### src/rtl/wdt_pkg.sv
`timescale 1ns/1ps
package wdt_pkg;
  // Clear requests applied to the timeout chain at the next edge.
  typedef struct packed {
    logic full;   // every prescaler stage and the counter
    logic upper;  // counter and prescaler stages above the kept low ones
  } wdt_clr_t;

  typedef enum logic {
    RATE_LONG  = 1'b0,
    RATE_SHORT = 1'b1
  } wdt_rate_e;
endpackage

### src/rtl/wdt_prescaler.sv
`timescale 1ns/1ps
module wdt_prescaler
  import wdt_pkg::*;
#(
  parameter int PRE_W     = 12,
  parameter int KEEP_LOW  = 4,
  parameter int SHORT_TAP = 7
) (
  input  logic     clk,
  input  wdt_clr_t clr,
  output logic     carry_long,
  output logic     carry_short
);
  localparam logic [PRE_W-1:0] PS_ONE = PRE_W'(1);

  logic [PRE_W-1:0] ps;
  logic [PRE_W-1:0] ps_nxt;
  logic [PRE_W-1:0] chain;

  // Ripple carry: chain[i] means stages 0..i are all ones.
  assign chain[0] = ps[0];
  for (genvar i = 1; i < PRE_W; i++) begin : g_carry
    assign chain[i] = chain[i-1] & ps[i];
  end

  assign carry_long  = chain[PRE_W-1];
  assign carry_short = chain[SHORT_TAP-1];

  always_comb begin
    ps_nxt = ps + PS_ONE;
    if (clr.upper) ps_nxt[PRE_W-1:KEEP_LOW] = '0;
  end

  always_ff @(posedge clk) begin
    if (clr.full) ps <= '0;
    else          ps <= ps_nxt;
  end
endmodule

### src/rtl/wdt_counter.sv
`timescale 1ns/1ps
module wdt_counter
  import wdt_pkg::*;
#(
  parameter int CNT_W = 6
) (
  input  logic     clk,
  input  wdt_clr_t clr,
  input  logic     tick,
  output logic     overflow
);
  localparam logic [CNT_W-1:0] CNT_ONE = CNT_W'(1);

  logic [CNT_W-1:0] cnt;
  logic             any_clr;

  assign any_clr  = clr.full | clr.upper;
  assign overflow = tick & (&cnt) & ~any_clr;

  always_ff @(posedge clk) begin
    if (any_clr)   cnt <= '0;
    else if (tick) cnt <= cnt + CNT_ONE;
  end
endmodule

### src/rtl/wdt_pulse.sv
`timescale 1ns/1ps
module wdt_pulse #(
  parameter int PULSE_LEN = 32
) (
  input  logic clk,
  input  logic por,
  input  logic fire,
  output logic active,
  output logic flag
);
  localparam int PW = (PULSE_LEN > 1) ? $clog2(PULSE_LEN) : 1;
  localparam logic [PW-1:0] LOAD = PW'(PULSE_LEN - 1);
  localparam logic [PW-1:0] P_ONE = PW'(1);

  logic [PW-1:0] left;

  always_ff @(posedge clk) begin
    if (por) begin
      active <= 1'b0;
      left   <= '0;
      flag   <= 1'b0;
    end else if (fire) begin
      active <= 1'b1;
      left   <= LOAD;
      flag   <= 1'b1;
    end else if (active) begin
      if (left == '0) active <= 1'b0;
      else            left   <= left - P_ONE;
    end
  end
endmodule

### src/rtl/watchdog_timer.sv
`timescale 1ns/1ps
module watchdog_timer
  import wdt_pkg::*;
#(
  parameter int              PRE_W     = 12,
  parameter int              CNT_W     = 6,
  parameter int              SHORT_TAP = 7,
  parameter int              KEEP_LOW  = 4,
  parameter int              PULSE_LEN = 32,
  parameter int              ADDR_W    = 16,
  parameter logic [ADDR_W-1:0] SVC_ADDR = '1
) (
  input  logic              clk,
  input  logic              por,
  input  logic              sys_rst,
  input  logic              bus_wr,
  input  logic [ADDR_W-1:0] bus_addr,
  input  logic              rate_short,
  input  logic              wd_dis,
  input  logic              stop_mode,
  input  logic              vec_fetch,
  output logic              wd_rst,
  output logic              wd_flag
);
  wdt_clr_t  clr;
  wdt_rate_e rate;
  logic      carry_long;
  logic      carry_short;
  logic      tick;
  logic      overflow;

  assign rate      = wdt_rate_e'(rate_short);
  assign clr.full  = por | sys_rst | stop_mode | vec_fetch | wd_dis | wd_rst;
  assign clr.upper = bus_wr & (bus_addr == SVC_ADDR);
  assign tick      = (rate == RATE_SHORT) ? carry_short : carry_long;

  wdt_prescaler #(
    .PRE_W(PRE_W), .KEEP_LOW(KEEP_LOW), .SHORT_TAP(SHORT_TAP)
  ) u_pre (
    .clk(clk), .clr(clr), .carry_long(carry_long), .carry_short(carry_short)
  );

  wdt_counter #(.CNT_W(CNT_W)) u_cnt (
    .clk(clk), .clr(clr), .tick(tick), .overflow(overflow)
  );

  wdt_pulse #(.PULSE_LEN(PULSE_LEN)) u_pulse (
    .clk(clk), .por(por), .fire(overflow), .active(wd_rst), .flag(wd_flag)
  );
endmodule

### config.mk
export PLATFORM = sky130hd
export DESIGN_NAME = watchdog_timer
export DESIGN_NICKNAME = d
export VERILOG_FILES = /design/src/rtl/wdt_pkg.sv /design/src/rtl/wdt_prescaler.sv /design/src/rtl/wdt_counter.sv /design/src/rtl/wdt_pulse.sv /design/src/rtl/watchdog_timer.sv
export SDC_FILE = /design/constraint.sdc
export NUM_CORES = 1
export LEC_CHECK = 0
export BUFFER_PORTS_ARGS = -buffer_cell sky130_fd_sc_hd__buf_2
export CAP_MARGIN = 20
export CORE_ASPECT_RATIO = 0.9
export CORE_UTILIZATION = 30
export CTS_BUF_LIST = sky130_fd_sc_hd__clkbuf_4 sky130_fd_sc_hd__clkbuf_8 sky130_fd_sc_hd__clkbuf_16
export DETAILED_ROUTE_END_ITERATION = 12
export GPL_TIMING_DRIVEN = 0
export HOLD_SLACK_MARGIN = 0.1
export RECOVER_POWER = 25
export SLEW_MARGIN = 25
export SYNTH_ARGS = -nofsm -noshare
export SYNTH_HDL_FRONTEND = slang
export SYNTH_SLANG_ARGS = --single-unit
### constraint.sdc
create_clock -name clk -period 3.28 [get_ports clk]
set_clock_uncertainty 0.05 [all_clocks]
set_input_delay 0.492 -clock clk [delete_from_list [all_inputs] [get_ports clk]]
set_output_delay 0.492 -clock clk [all_outputs]
set_load 0.005 [all_outputs]
== Word level (Yosys, flattened, before mapping) ==
Index checks and enable logic that the tools add are counted.
W data, S select, Z words.

* Register bits after elaboration: 25
* Word-level logic and storage cells: 44
* Input port bits: 24

* $add $sub $neg: 3
* Reductions and logical operators: 5
* Equal/unequal tests: 2
* Muxes and demuxes: 7
* Bitwise gates (word level): 21

{| class="wikitable"
|+ Operator list
! kind !! count
|-
| $eq A16 B16 Y1 const B || 1
|-
| $mux W5 || 3
|-
| $and A1 B1 Y1 || 14
|-
| $add A12 B1 Y12 const B || 1
|-
| $add A6 B1 Y6 const B || 1
|-
| $or A1 B1 Y1 || 6
|-
| $reduce_and A6 Y1 || 1
|-
| $logic_not A5 Y1 || 1
|-
| $sub A5 B1 Y5 const B || 1
|-
| $mux W1 || 4
|-
| $ne A2 B2 Y1 const B || 1
|-
| $reduce_and A2 Y1 || 1
|-
| $reduce_bool A2 Y1 || 1
|-
| $reduce_or A2 Y1 || 1
|-
| $not A1 Y1 || 1
|}

== Longest topological paths before layout ==
Gate-level depths: netlist of run 1.

* Depth in word-level cells: 16
* Gate-level depth with buffers: 7
* Mapped depth without buffers: 6

== By module ==
Synthesis of run 1 repeated with hierarchy kept, for this count alone.

* Cell total of the unflattened synthesis: 134
* Area, all modules: 1204.9 um2

{| class="wikitable"
|+ By module, submodules not included
! module !! area each (um2) !! instances !! cells each
|-
| wdt_prescaler || 545.5 || 1 || 60
|-
| wdt_pulse || 316.6 || 1 || 34
|-
| wdt_counter || 274.0 || 1 || 30
|-
| watchdog_timer || 68.8 || 1 || 10
|}

== Least setup slack after synthesis of run 1 ==
No wires, ideal clock.

* Path type: input port to flip-flop
* Start: input port stop_mode
* End: register u_pulse.left[0]
* Setup time: 0.077 ns
* Buffers on the path: 1
* Arrival: 1.528 ns
* Path slack: 1.625 ns
* Stages: 5
* Cell sequence: nor4_1 > nand2_1 > a41o_1 > clkbuf_1 > o22ai_1

* Word-level cells in the longest chain between the ends: 9
* Elaborated cells between the ends (all ways): 11
* Those cells by class: eq/ne (1); mux (1); bitwise (7); reduce/logical (2)

{| class="wikitable"
|+ Ends and longest elaborated chain
! element !! RTL line !! text
|-
| from (decl) || watchdog_timer.sv:20 || <nowiki>input logic stop_mode,</nowiki>
|-
| $or A1 B1 Y1 * (4 in series) || watchdog_timer.sv:33 || <nowiki>assign clr.full = por | sys_rst | stop_mode | vec_fetch | wd_dis | wd_rst;</nowiki>
|-
| $or A1 B1 Y1 * || wdt_counter.sv:17 || <nowiki>assign any_clr = clr.full | clr.upper;</nowiki>
|-
| $not A1 Y1 * || wdt_counter.sv:18 || <nowiki>assign overflow = tick & (&cnt) & ~any_clr;</nowiki>
|-
| $and A1 B1 Y1 * || wdt_counter.sv:18 ||
|-
| $ne A2 B2 Y1 (no line) or $reduce_bool A2 Y1 (tied branches) || n/a ||
|-
| $reduce_and A2 Y1 (no line) || n/a ||
|-
| to (signal assigned) || wdt_pulse.sv:28 || <nowiki>else left <= left - P_ONE;</nowiki>
|-
| to (decl) || wdt_pulse.sv:15 || <nowiki>logic [PW-1:0] left;</nowiki>
|}

Mark *: on every way between the ends. The rest lies on a longest branch, timed or not.
A chain may end at the register's enable or synchronous reset.

== Worst setup path in the final report of run 1 ==
* Start: input port stop_mode
* End: register u_pulse.left[1]

The elaborated chain is that of the path after synthesis.

==> results of run 1 <==
[cell usage after synthesis, types with 2 or more instances]
master,n,area (um^2)
a21oi_1,6,30.03
and2_1,2,12.51
and3_1,2,12.51
and4_1,2,17.52
clkbuf_1,4,15.01
dfxtp_1,25,500.5
ha_1,5,62.56
inv_1,4,15.01
nand2_1,9,33.78
nand3_1,8,40.04
nand4_1,7,43.79
nor2_1,15,56.30
nor3_1,2,10.01
nor4_1,2,12.51
o21ai_0,2,10.01
o22ai_1,7,43.79
o31ai_1,4,30.03
or4_1,4,30.03
xnor2_1,5,43.79
xor2_1,8,70.07
[sequential cells by signal (all words and copies together) (netlist names)]
register / cells
u_pulse.flag: 1
u_pulse.left: 5
u_pulse.active: 1
u_pre.ps: 12
u_cnt.cnt: 6
[worst max path at each step]
| stage | startpoint | endpoint | slack (ns) | depth (start not counted) |
|---|---|---|---|---|
| floorplan | stop_mode | u_pulse.left[0]$_SDFFE_PP0P_ | 1.62 | 5 |
| global placement | stop_mode | u_pulse.left[0]$_SDFFE_PP0P_ | 1.24 | 6 |
| detailed placement | stop_mode | u_pulse.left[1]$_SDFFE_PP0P_ | 1.20 | 6 |
| CTS | stop_mode | u_pulse.left[1]$_SDFFE_PP0P_ | 1.47 | 6 |
| global route | u_pulse.active$_SDFF_PP0_ | u_pulse.left[2]$_SDFFE_PP0P_ | 1.32 | 5 |
| finish | stop_mode | u_pulse.left[1]$_SDFFE_PP0P_ | 1.48 | 6 |
[routing by layer]
| metal | up-vias | global-route usage, % | wire (um) |
|---|---|---|---|
| met5 | - | 0 | 0 |
| met4 | 0 | 4.082 | 23 |
| met3 | 2 | 2.372 | 93 |
| met2 | 26 | 18.77 | 1028 |
| met1 | 476 | 17.00 | 1254 |
| li1 | 549 | - | - |
[worst reg2reg max path: cells and delay by family, from the launching register on]
family	cells	cell delay (ns)
flops	1	0.39
compound gates	2	0.50
buf+inv	1	0.24
simple gates	2	0.53
[metrics by stage]
| stage | power (uW) | instance area, um^2 |
|---|---|---|
| floorplan | 319.2 | 1201 |
| CTS | 517.4 | 1425 |
| global route | 530.3 | 1424 |
| finish | 511.0 | 1424 |
| global placement | 333.9 | 1379 |
| detailed placement | 334.5 | 1379 |
[logic make-up after synthesis]
| group | count (synthesis) |
|---|---|
| DFF | 25 |
| AOI/OAI and AO/OA | 23 |
| xor gates and xnor gates | 13 |
| adders and majority gates | 5 |
| buffers and inverters | 10 |
| and+or+nand+nor | 60 |
[power by group through the flow]
| stage | Sequential (uW) | Clock (uW) | Combinational [uW] |
|---|---|---|---|
| after global routing | 304 | 201 | 26.0 |
| after CTS | 304 | 190 | 23.9 |
| after detailed placement | 311 | 0 | 23.8 |
| after global placement | 311 | 0 | 23.1 |
| final | 304 | 184 | 23.8 |
| after floorplan | 311 | 0 | 8.51 |
[area by class of cell]
class / count / area [um^2] / share of cell area [%]
multi-input cells: 101 / 654.4 / 45.96
flip-flops and latches: 25 / 500.5 / 35.15
repair buffers: 24 / 118.9 / 8.348
well taps: 46 / 57.56 / 4.042
clock buffers: 3 / 41.29 / 2.900
plain buffers: 6 / 31.28 / 2.197
inverters: 4 / 15.01 / 1.054
clock inverters: 1 / 5.005 / 0.3515
==> flow_metrics.py, run 1 <==
metrics = {
    "outcome": {
        "run_status": "finished clean",
    },
    "power": {
        "swShare_pct": 21.46,
        "sequentialPowerShare_pct": 59.4,
        "vdd_drop_max_v": 0.0001550,
        "switching_power_uw": 109.6,
        "power.density_nw_per_um2": 358.9,
        "power_frac_clock_pct": 35.9,
        "power_frac_comb_pct": 4.7,
        "p_leak_uw": 0.0004978,
        "p_int_uw": 401.3,
    },
    "worst_setup_path": {
        "crit_chain": "buf_2, nor4_1, nand2_1, a41o_1, clkbuf_1, o22ai_1",
        "rr_worst_depth": 5,
        "crit_required_ns": 3.42,
        "r2r_start": "u_pulse.active$_SDFF_PP0_",
        "end_kind": "register",
        "crit_buf_inv": 2,
        "cp_top_family": "simple AND/OR/NAND/NOR gates",
        "critPathMaxFanout": 10,
        "arrival_ns": 1.94,
        "critPathSlowestCell": "nor4_1",
        "worst_path_largest_cell_delay_ns": 0.43,
        "crit_type": "input pin to register",
        "r2r_slack_ns": 1.48,
        "worst_setup_path_start_kind": "input pin",
        "r2r-end": "u_pulse.left[1]$_SDFFE_PP0P_",
    },
    "route": {
        "wl_per_cell_um": 11.42,
        "antenna_left": 0,
        "vias": 1053,
        "first_pass_iters": 6,
        "route.final.wire_length_um": 2398,
        "drt_iter0_drc": 59,
        "vias_per_cell": 5.014,
        "drc": 0,
    },
    "die": {
        "ios": 26,
        "rows": 21,
        "initial_utilization_pct": 31.75,
        "die_height_um": 62.03,
        "fp.dieW_um": 68.70,
        "dieArea_um2": 4261,
        "core_um2": 3784,
    },
    "grt": {
        "grt_max_degree": 15,
        "overflow": 0,
        "grt_pass1_wl_um": 3933,
        "antenna_found_initial": 0,
        "grt_usage_pct": 12.16,
        "grt_pass1_vias": 958,
    },
    "timing": {
        "fin_tns_setup_ns": 0,
        "post-route-min-period_ns": 1.800,
        "slew_headroom_pct": 69.24,
        "hold-worst-slack_ns": 0.3968,
        "setup_slack_ns": 1.480,
        "rsz0062_at_grt": "false",
        "slew_viol_final": 0,
        "hold_violations": 0,
        "max_freq_ghz": 0.5557,
        "worst_slew_pin_slew_ns": 0.4614,
        "period_share_pct": 54.87,
        "report.final.setup_viol": 0,
    },
    "logic_synthesis": {
        "synth_xor_area_share_pct": 9.479,
        "synth-edff-count": 0,
        "async_reset_ff_share_pct": 0,
        "synthFlopType": "dfxtp_1",
        "syn_area_um2": 1201,
        "syn_inst": 136,
        "yosys.area_share.adder_pct": 5.208,
        "synth_warnings": 0,
        "synth.net_count": 165,
        "synth_top_family_by_area": "simple AND/OR/NAND/NOR gates",
        "ys_seq_area_share_pct": 41.67,
        "yosys.area_share.simple_pct": 27.60,
        "netlist-cell-type-count": 33,
        "synth_mux_area_share_pct": 0,
        "synth_compound_area_share_pct": 12.19,
        "syn_area_per_cell_um2": 8.832,
        "ys_ff_latch": 25,
    },
    "placed_design": {
        "dpl_worst_slack_ns": 1.200,
        "place.gp.congestion": 0.7342,
        "portBuffers": 24,
        "place_hpwl_um": 1791,
        "dpl.cell_count": 206,
    },
    "hold_path": {
        "hold_class": "register to register",
        "worstHoldEndpoint": "u_pre.ps[0]$_SDFF_PP0_",
        "min_from": "u_pre.ps[0]$_SDFF_PP0_",
        "min_path_cells": 1,
    },
    "layout": {
        "layout-drive-gt1-share_pct": 20.73,
        "final_common_cell": "dfxtp_1",
        "nets": 194,
        "antenna_cells": 0,
        "postLayoutCoreUtil_pct": 37.63,
        "area_delta_synth_final_pct": 18.54,
        "final_cells": 210,
        "final_cell_mix": "25 x dfxtp_1, 24 x buf_2, 15 x nor2_1",
        "fill_cells": 403,
    },
    "clocking": {
        "cts.sinks": 25,
        "cts_setup_buffers": 0,
        "max-clock-path-buffers": 2,
        "postCtsResizedCells": 0,
        "cts_tree": "yes",
        "htree_num_levels": 1,
        "clkLatencyLatePin_ns": 0.27,
        "cts_root_buf": "clkbuf_8",
        "cts_buffers": 3,
        "path_clk_slew_ns": 0.09,
        "hold_buffers": 0,
    },
    "job": {
        "max_cap_viol_count": 0,
    },
}
No activity file was read; power rests on OpenSTA's default activity.
==> run 2, diff against run 1 <==
- clock period: 3.28 -> 1.77 ns (I/O delays scaled with it)
==> run 2 against run 1 <==
Worst setup slack got worse by 1.4 ns. Sequential share of layout area shrank 0.23 points. Final cell count down 0.48%. Die area unchanged. Combinational power is 91% higher. Global-route usage did not move. Clock power up 85%. Critical path type is now register to register.
==> flow_metrics.py, run 2 (synthesis gave the netlist of run 1 again) <==
metrics = {
    "die": {
        "fp.dieW_um": 68.70,
        "dieArea_um2": 4261,
        "rows": 21,
        "initial_utilization_pct": 31.75,
        "die_height_um": 62.03,
        "ios": 26,
        "core_um2": 3784,
    },
    "outcome": {
        "run_status": "finished clean",
    },
    "clocking": {
        "cts.sinks": 25,
        "clkLatencyLatePin_ns": 0.27,
        "hold_buffers": 0,
        "max-clock-path-buffers": 2,
        "cts_root_buf": "clkbuf_8",
        "cts_tree": "yes",
        "htree_num_levels": 1,
        "path_clk_slew_ns": 0.09,
        "cts_buffers": 3,
    },
    "timing": {
        "slew_headroom_pct": 69.46,
        "report.final.setup_viol": 0,
        "max_freq_ghz": 0.5947,
        "hold_violations": 0,
        "hold-worst-slack_ns": 0.2639,
        "slew_viol_final": 0,
        "worst_slew_pin_slew_ns": 0.4581,
        "post-route-min-period_ns": 1.682,
        "rsz0062_at_grt": "false",
        "period_share_pct": 95.00,
    },
    "power": {
        "p_leak_uw": 0.0005009,
        "power.density_nw_per_um2": 655.1,
        "vdd_drop_max_v": 0.0002876,
    },
    "grt": {
        "top_usage_layer": "met2",
        "grt_max_degree": 15,
        "grt_usage_pct": 12.16,
        "antenna_found_initial": 0,
        "grt_pass1_vias": 958,
        "overflow": 0,
        "use_met2_pct": 18.77,
        "grt_pass1_wl_um": 3933,
        "met3_usage_pct": 2.372,
        "use_met1_pct": 17.00,
    },
    "worst_setup_path": {
        "worst_setup_path_start_kind": "register",
        "arrival_ns": 1.84,
        "startpoint": "u_pre.ps[0]$_SDFF_PP0_",
        "endpoint": "u_cnt.cnt[5]$_SDFFE_PP0P_",
        "r2r_slack_ns": 0.09,
        "worst_path_largest_cell_delay_ns": 0.49,
        "crit_required_ns": 1.93,
        "end_kind": "register",
        "r2r-end": "u_cnt.cnt[5]$_SDFFE_PP0P_",
        "r2r_start": "u_pre.ps[0]$_SDFF_PP0_",
        "crit_chain": "ha_2, ha_1, nand2_1, buf_4, or4_1, a21oi_2",
        "rr_worst_depth": 6,
        "crit_type": "register to register",
        "critPathMaxFanout": 10,
        "critPathSlowestCell": "or4_1",
    },
    "layout": {
        "ff_latch_area_um2": 505.5,
        "nets": 193,
        "multiInputGateArea_um2": 673.1,
        "reg.largest.list": "u_pre.ps: 12 flops, u_cnt.cnt: 6 flops, u_pulse.left: 5 flops",
        "largest_register": "u_pre.ps",
        "area_delta_synth_final_pct": 20.52,
        "antenna_cells": 0,
        "largest_reg_flops": 12,
        "final_area_um2": 1448,
        "final_cell_mix": "23 x buf_2, 21 x dfxtp_1, 15 x nor2_1",
        "final_common_cell": "buf_2",
        "layout-drive-gt1-share_pct": 26.99,
        "fill_cells": 401,
    },
    "placed_design": {
        "place_hpwl_um": 1791,
        "place.gp.congestion": 0.7342,
        "dpl_cell_area_um2": 1379,
        "portBuffers": 24,
    },
    "job": {
        "max_cap_viol_count": 0,
    },
    "hold_path": {
        "min_from": "sys_rst",
        "hold_class": "input pin to register",
    },
    "route": {
        "vias": 1069,
        "first_pass_iters": 4,
        "drt_iter0_drc": 62,
        "drc": 0,
        "vias_per_cell": 5.115,
        "route.final.wire_length_um": 2470,
        "antenna_left": 0,
        "wl_per_cell_um": 11.82,
    },
}
==> run 2: cell count changes in the layout (fill, tap and decap cells not counted), sizes merged <==
cell	delta
clkbuf	-1
==> run 2: worst min path at each step <==
stage	cells after the start	endpoint	slack, ns
final	4	u_pre.ps[0]$_SDFF_PP0_	0.26
after global placement	1	u_pre.ps[0]$_SDFF_PP0_	0.38
after global routing	3	u_pre.ps[1]$_SDFF_PP0_	0.27
after CTS	4	u_pre.ps[0]$_SDFF_PP0_	0.25
after floorplan	1	u_pre.ps[0]$_SDFF_PP0_	0.37
after detailed placement	1	u_pre.ps[0]$_SDFF_PP0_	0.39
==> run 2: metrics by stage <==
stage	utilization (%)	TNS [ns]	instances	total power [uW]	worst slack, ns
final	38.26	0	209	948.3	0.08844
after floorplan	-	0	136	591.5	0.1401
after CTS	37.83	0	210	959.8	0.008039
after global placement	36.44	-0.1438	206	618.7	-0.04631
after detailed placement	36.44	-0.2442	206	619.8	-0.08338
after global routing	38.26	0	209	984.0	0.004901
==> run 2: per-layer routing <==
layer  share of wire, %  up-vias
li1                   -      548
met1                 51      485
met2                 44       34
met3                4.7        2
met4               0.93        0
met5                  0        -
==> run 2: critical path: cells and delay by family (launching register included) <==
kind	cells	cell delay [ns]
AND/OR/NAND/NOR	2	0.57
flip-flops	1	0.35
adder cells (fa/ha/maj)	2	0.34
buffers and inverters	1	0.17
AO/OA/AOI/OAI	1	0.15
==> run 2: layout make-up <==
class | instances | share of cell area, %
sequential | 25 | 34.92
inverter | 4 | 1.037
buffer | 5 | 2.161
multi-input combinational | 101 | 46.50
timing repair buffer | 24 | 8.211
tap | 46 | 3.976
clock inverter | 1 | 0.3457
clock buffer | 3 | 2.852
==> run 2: where the power goes <==
part / switching [uW] / total (uW) / internal [uW] / leakage, uW
Sequential: 0.302 / 563 / 562 / 0.000203
Combinational: 20.7 / 45.4 / 24.7 / 0.000272
Clock: 183 / 340 / 157 / 0.0000255
Total: 204 / 948 / 744 / 0.000501
==> run 2: what timing repair did <==
action,CTS,global route
resized for setup,1,12
setup buffers,0,0
setup endpoints to repair,3,7
